### src/rtl/clksel_pkg.sv
package clksel_pkg;
  typedef enum logic [1:0] {
    MODE_MAN  = 2'b00,
    MODE_NREV = 2'b01,
    MODE_REV  = 2'b10,
    MODE_RSVD = 2'b11
  } sel_mode_e;
endpackage

### src/rtl/csel_qualify.sv
module csel_qualify #(
  parameter int N_IN   = 4,
  parameter int PRIO_W = 3
) (
  input  logic [N_IN*PRIO_W-1:0] prio,
  input  logic [N_IN-1:0]        los,
  input  logic [N_IN-1:0]        oof,
  input  logic [N_IN-1:0]        los_mask,
  input  logic [N_IN-1:0]        oof_mask,
  output logic [N_IN-1:0]        elig
);
  for (genvar i = 0; i < N_IN; i++) begin : g_in
    logic alarm_hit;
    assign alarm_hit = (los[i] & ~los_mask[i]) | (oof[i] & ~oof_mask[i]);
    assign elig[i]   = ~alarm_hit & (prio[i*PRIO_W +: PRIO_W] != '0);
  end
endmodule

### src/rtl/csel_arbiter.sv
module csel_arbiter #(
  parameter int N_IN   = 4,
  parameter int PRIO_W = 3,
  parameter int IDX_W  = 2
) (
  input  logic [N_IN*PRIO_W-1:0] prio,
  input  logic [N_IN-1:0]        elig,
  output logic [IDX_W-1:0]       best_idx,
  output logic                   any_elig
);
  logic [PRIO_W-1:0] best_p;
  always_comb begin
    best_idx = '0;
    best_p   = '1;
    any_elig = 1'b0;
    for (int i = 0; i < N_IN; i++) begin
      if (elig[i] && (!any_elig || prio[i*PRIO_W +: PRIO_W] < best_p)) begin
        best_idx = IDX_W'(i);
        best_p   = prio[i*PRIO_W +: PRIO_W];
        any_elig = 1'b1;
      end
    end
  end
endmodule

### src/rtl/clk_ref_selector.sv
module clk_ref_selector #(
  parameter int N_IN       = 4,
  parameter int PRIO_W     = 3,
  parameter int ZD_INPUTS  = 3,
  localparam int IDX_W     = (N_IN > 1) ? $clog2(N_IN) : 1
) (
  input  logic                   clk,
  input  logic                   rst,
  input  logic [1:0]             mode,
  input  logic [IDX_W-1:0]       man_sel,
  input  logic                   zd_en,
  input  logic                   zd_auto_en,
  input  logic [IDX_W-1:0]       zd_sel,
  input  logic [N_IN*PRIO_W-1:0] prio,
  input  logic [N_IN-1:0]        los,
  input  logic [N_IN-1:0]        oof,
  input  logic [N_IN-1:0]        los_mask,
  input  logic [N_IN-1:0]        oof_mask,
  output logic [IDX_W-1:0]       sel_idx,
  output logic                   holdover,
  output logic                   switch_pulse,
  output logic                   cfg_err
);
  import clksel_pkg::*;

  logic [N_IN-1:0]  elig;
  logic [IDX_W-1:0] best_idx;
  logic             any_elig;

  csel_qualify #(.N_IN(N_IN), .PRIO_W(PRIO_W)) u_qual (
    .prio(prio), .los(los), .oof(oof),
    .los_mask(los_mask), .oof_mask(oof_mask), .elig(elig)
  );

  csel_arbiter #(.N_IN(N_IN), .PRIO_W(PRIO_W), .IDX_W(IDX_W)) u_arb (
    .prio(prio), .elig(elig), .best_idx(best_idx), .any_elig(any_elig)
  );

  sel_mode_e        mode_e;
  logic             zd_reg_path;
  logic [IDX_W-1:0] n_sel;
  logic             n_hold;
  logic             n_err;

  assign mode_e      = sel_mode_e'(mode);
  assign zd_reg_path = zd_en & ~zd_auto_en;

  always_comb begin
    n_sel  = sel_idx;
    n_hold = holdover;
    n_err  = 1'b0;
    if (zd_reg_path) begin
      if (int'(zd_sel) >= ZD_INPUTS) begin
        n_err = 1'b1;
      end else begin
        n_sel  = zd_sel;
        n_hold = 1'b0;
      end
    end else begin
      case (mode_e)
        MODE_MAN: begin
          n_sel  = man_sel;
          n_hold = 1'b0;
        end
        MODE_NREV: begin
          if (!any_elig) begin
            n_hold = 1'b1;
          end else if (holdover || !elig[sel_idx]) begin
            n_sel  = best_idx;
            n_hold = 1'b0;
          end
        end
        MODE_REV: begin
          if (!any_elig) begin
            n_hold = 1'b1;
          end else begin
            n_sel  = best_idx;
            n_hold = 1'b0;
          end
        end
        default: n_err = 1'b1;
      endcase
    end
  end

  always_ff @(posedge clk) begin
    if (rst) begin
      sel_idx      <= '0;
      holdover     <= 1'b1;
      switch_pulse <= 1'b0;
      cfg_err      <= 1'b0;
    end else begin
      sel_idx      <= n_sel;
      holdover     <= n_hold;
      switch_pulse <= (n_sel != sel_idx) || (n_hold != holdover);
      cfg_err      <= n_err;
    end
  end
endmodule

### config.mk
export PLATFORM = sky130hd
export DESIGN_NAME = clk_ref_selector
export DESIGN_NICKNAME = d
export VERILOG_FILES = /design/src/rtl/clksel_pkg.sv /design/src/rtl/csel_qualify.sv /design/src/rtl/csel_arbiter.sv /design/src/rtl/clk_ref_selector.sv
export SDC_FILE = /design/constraint.sdc
export NUM_CORES = 1
export LEC_CHECK = 0
export ABC_AREA = 1
export BUFFER_PORTS_ARGS = -buffer_cell sky130_fd_sc_hd__clkbuf_2
export CORE_MARGIN = 1.5
export CORE_UTILIZATION = 44
export CTS_CLUSTER_DIAMETER = 30
export DETAILED_ROUTE_END_ITERATION = 6
export GPL_TIMING_DRIVEN = 0
export PLACE_DENSITY_LB_ADDON = 0.3
export SLEW_MARGIN = 0
export SYNTH_ARGS = -nofsm -noshare
export SYNTH_HDL_FRONTEND = slang
export SYNTH_HIERARCHICAL = 1
export SYNTH_SLANG_ARGS = --single-unit
### constraint.sdc
create_clock -name clk -period 4.07 [get_ports clk]
set_input_delay 0.407 -clock clk [delete_from_list [all_inputs] [get_ports clk]]
set_output_delay 0.407 -clock clk [all_outputs]
set_load 0.02 [all_outputs]
==> results.sh <==
export IMPL_die_area_um2=2325
export IMPL_utilization=0.6108
export IMPL_cp_max_fo=7
export IMPL_io_buffers=42
export IMPL_yosysSeqAreaShare=0.1113
export IMPL_via_per_inst=4.474
export IMPL_status="completed"
export IMPL_cp_data_required_time_ns=4.21
export IMPL_layout_drive_gt1_share=0.3288
export IMPL_grt_pass1_vias=865
export IMPL_diodes=0
export IMPL_antenna_found_initial=0
export IMPL_grt_pass1_wl_mm=3.063
export IMPL_dieWidth_um=48.22
export IMPL_cts_buffers=3
export IMPL_final_min_clock_period_ns=3.564
export IMPL_cts_root_buf="clkbuf_4"
export IMPL_cts_buffer_depth=2
export IMPL_rows=16
export IMPL_cap_violations=0
export IMPL_synth_top_area_cell="nand2_1"
export IMPL_ir_worst_vdd_v=0.0001963
export IMPL_grt_max_degree=8
export IMPL_dr_pass1_iters=4
export IMPL_crit_arrival_ns=3.70
export IMPL_grt_overflow=0
export IMPL_max_stage_delay_ns=0.30
export IMPL_slew_headroom=0.7471
export IMPL_yosys_warnings=6
export IMPL_cp_top_family="simple AND/OR/NAND/NOR gates"
export IMPL_area_delta_synth_final_pct=31.85
export IMPL_dr_total_vias=1114
export IMPL_clk_latency_ns=0.25
export IMPL_worst_slew_pin_slew_ns=0.3779
export IMPL_route_detailed_drc=0
export IMPL_crit_path_start_kind="input port"
export IMPL_fin_setup_tns_ns=0
export IMPL_synthCells=176
export IMPL_nNetsFinal=265
export IMPL_clock_skew_ns=0.005297
export IMPL_hold_class="in -> reg"
export IMPL_core_area_um2=1942
export IMPL_dp_cells=245
export IMPL_cts_tree="yes"
export IMPL_die_height_um=48.22
export IMPL_cts_sink_count=5
export IMPL_synth_area_per_cell_um2=5.111
export IMPL_synthesis_area_um2=899.6
export IMPL_wire_per_inst_um=7.719
export IMPL_mostFrequentLayoutCells="nand2_1 (56), clkbuf_2 (42), inv_1 (32)"
export IMPL_cts_max_level=1
export IMPL_io_pins=43
export IMPL_fin_crit_sh=0.8756
export IMPL_place_ws_ns=-0.002410
export IMPL_dp_hpwl_mm=1.653
export IMPL_slowest_stage="ha_1"
export IMPL_syn_num_nets=218
export IMPL_rsz0062_at_grt="no"
export IMPL_path_clk_slew_ns=0.05
export IMPL_synth_ff_latch_count=5
export IMPL_start_util=0.4633
export IMPL_ctsHoldBuffers=0
export IMPL_synth_top_area_frac=0.2337
export IMPL_path_buf_inv=5
export IMPL_critPathKind="in -> reg"
export IMPL_gp_congestion=0.7683
export IMPL_synth_area_leaders="nand2_1 (23%), inv_1 (13%), dfxtp_1 (11%)"
export IMPL_p_leak_nw=0.7714
export IMPL_cellPowerDensity_nw_per_um2=223.0
export IMPL_end_kind="flop"
export IMPL_grt_usage=0.1830
export IMPL_wirelength_mm=1.922
export IMPL_max_freq_mhz=280.6
export IMPL_dr_first_iter_drc_count=19
export IMPL_hold_violations=0
export IMPL_final_cells=249
export IMPL_setup_viol=0
export IMPL_finalPower_mw=0.2645
export IMPL_final_common_cell="nand2_1"
export IMPL_final_max_slew_viol_count=0
export IMPL_ant_nets=0
export IMPL_crit_top_cell="nand2_1"
export IMPL_fin_ws_ns=0.5062
export IMPL_ys_types=25
## area by class of cell
cell class                 instances  area, µm²
tap                               27      33.78
inverter                          40      150.1
sequential                         5      100.1
fill                             223      755.7
timing repair buffer              42      210.2
clock buffer                       4      26.28
multi-input combinational        131      665.6
## routing by layer
layer  GRT usage  wire, µm
met5           0         0
met4      0.1081        38
met3     0.01111        78
met2      0.3237       886
met1      0.2141       918
## path summary, 6_finish.rpt
| check | from | to | slack (ns) | cells past startpoint |
|---|---|---|---|---|
| min reg2reg | sel_idx[0] | switch_pulse | 0.69 | 4 |
| min | rst | cfg_err | 0.37 | 2 |
| max | oof_mask[0] | switch_pulse | 0.51 | 39 |
| max reg2reg | sel_idx[0] | switch_pulse | 2.58 | 15 |
## cells in the mapped netlist, drive strengths merged
cell    number
nand2       68
a211oi       1
nand4        2
ha           4
dfxtp        5
a21oi       11
nand3       12
nor3         1
nor2        19
o22ai        2
o211ai       1
or2          4
clkinv       2
xor2         1
and3         1
inv         38
o21ai        4
## per-stage QoR
stage	instance area, µm²	hold WS, ns
after floorplan	899.6	0.4761
after global placement	1144	0.6338
after detailed placement	1144	0.6329
after CTS	1170	0.3714
after global routing	1186	0.3819
final	1186	0.3747
## worst reg2reg max path: stages, from the launching register on
cell and delay (ns):
dfxtp_1 0.41, inv_2 0.11, nand2_1 0.07, nand3_1 0.06
nand2_1 0.08, nand2_2 0.06, nand2_1 0.07, nand2_1 0.05
nand2_1 0.06, nand2_1 0.05, nand2_2 0.07, nand2_1 0.05
nand2_1 0.06, nand3_1 0.06, nor2_1 0.09, nor2_1 0.05
## timing repair
item / CTS / global route
resized for setup: 0 / 5
buffers inserted: 0 / 0
setup endpoints to repair: 0 / 1
endpoints found under the hold margin: 0 / 0
## sequential cells by signal (all words and copies together) (netlist names)
register	cells
switch_pulse	1
holdover	1
cfg_err	1
sel_idx	2
## cell families after synthesis
group,Yosys count,share of synthesized area
DFF,5,0.1113
and+or+nand+nor,107,0.5424
xor gates and xnor gates,1,0.009738
buffers and inverters,40,0.1669
AOI/OAI and AO/OA,19,0.1140
adders and majority gates,4,0.05564
## report_power, final
part	internal, mW	leakage, nW	switching, mW
Sequential	0.0539	0.0416	0.00429
Clock	0.0372	0.0150	0.0225
Combinational	0.0599	0.715	0.0868
Note: power is estimated with default switching activity, not from simulation.
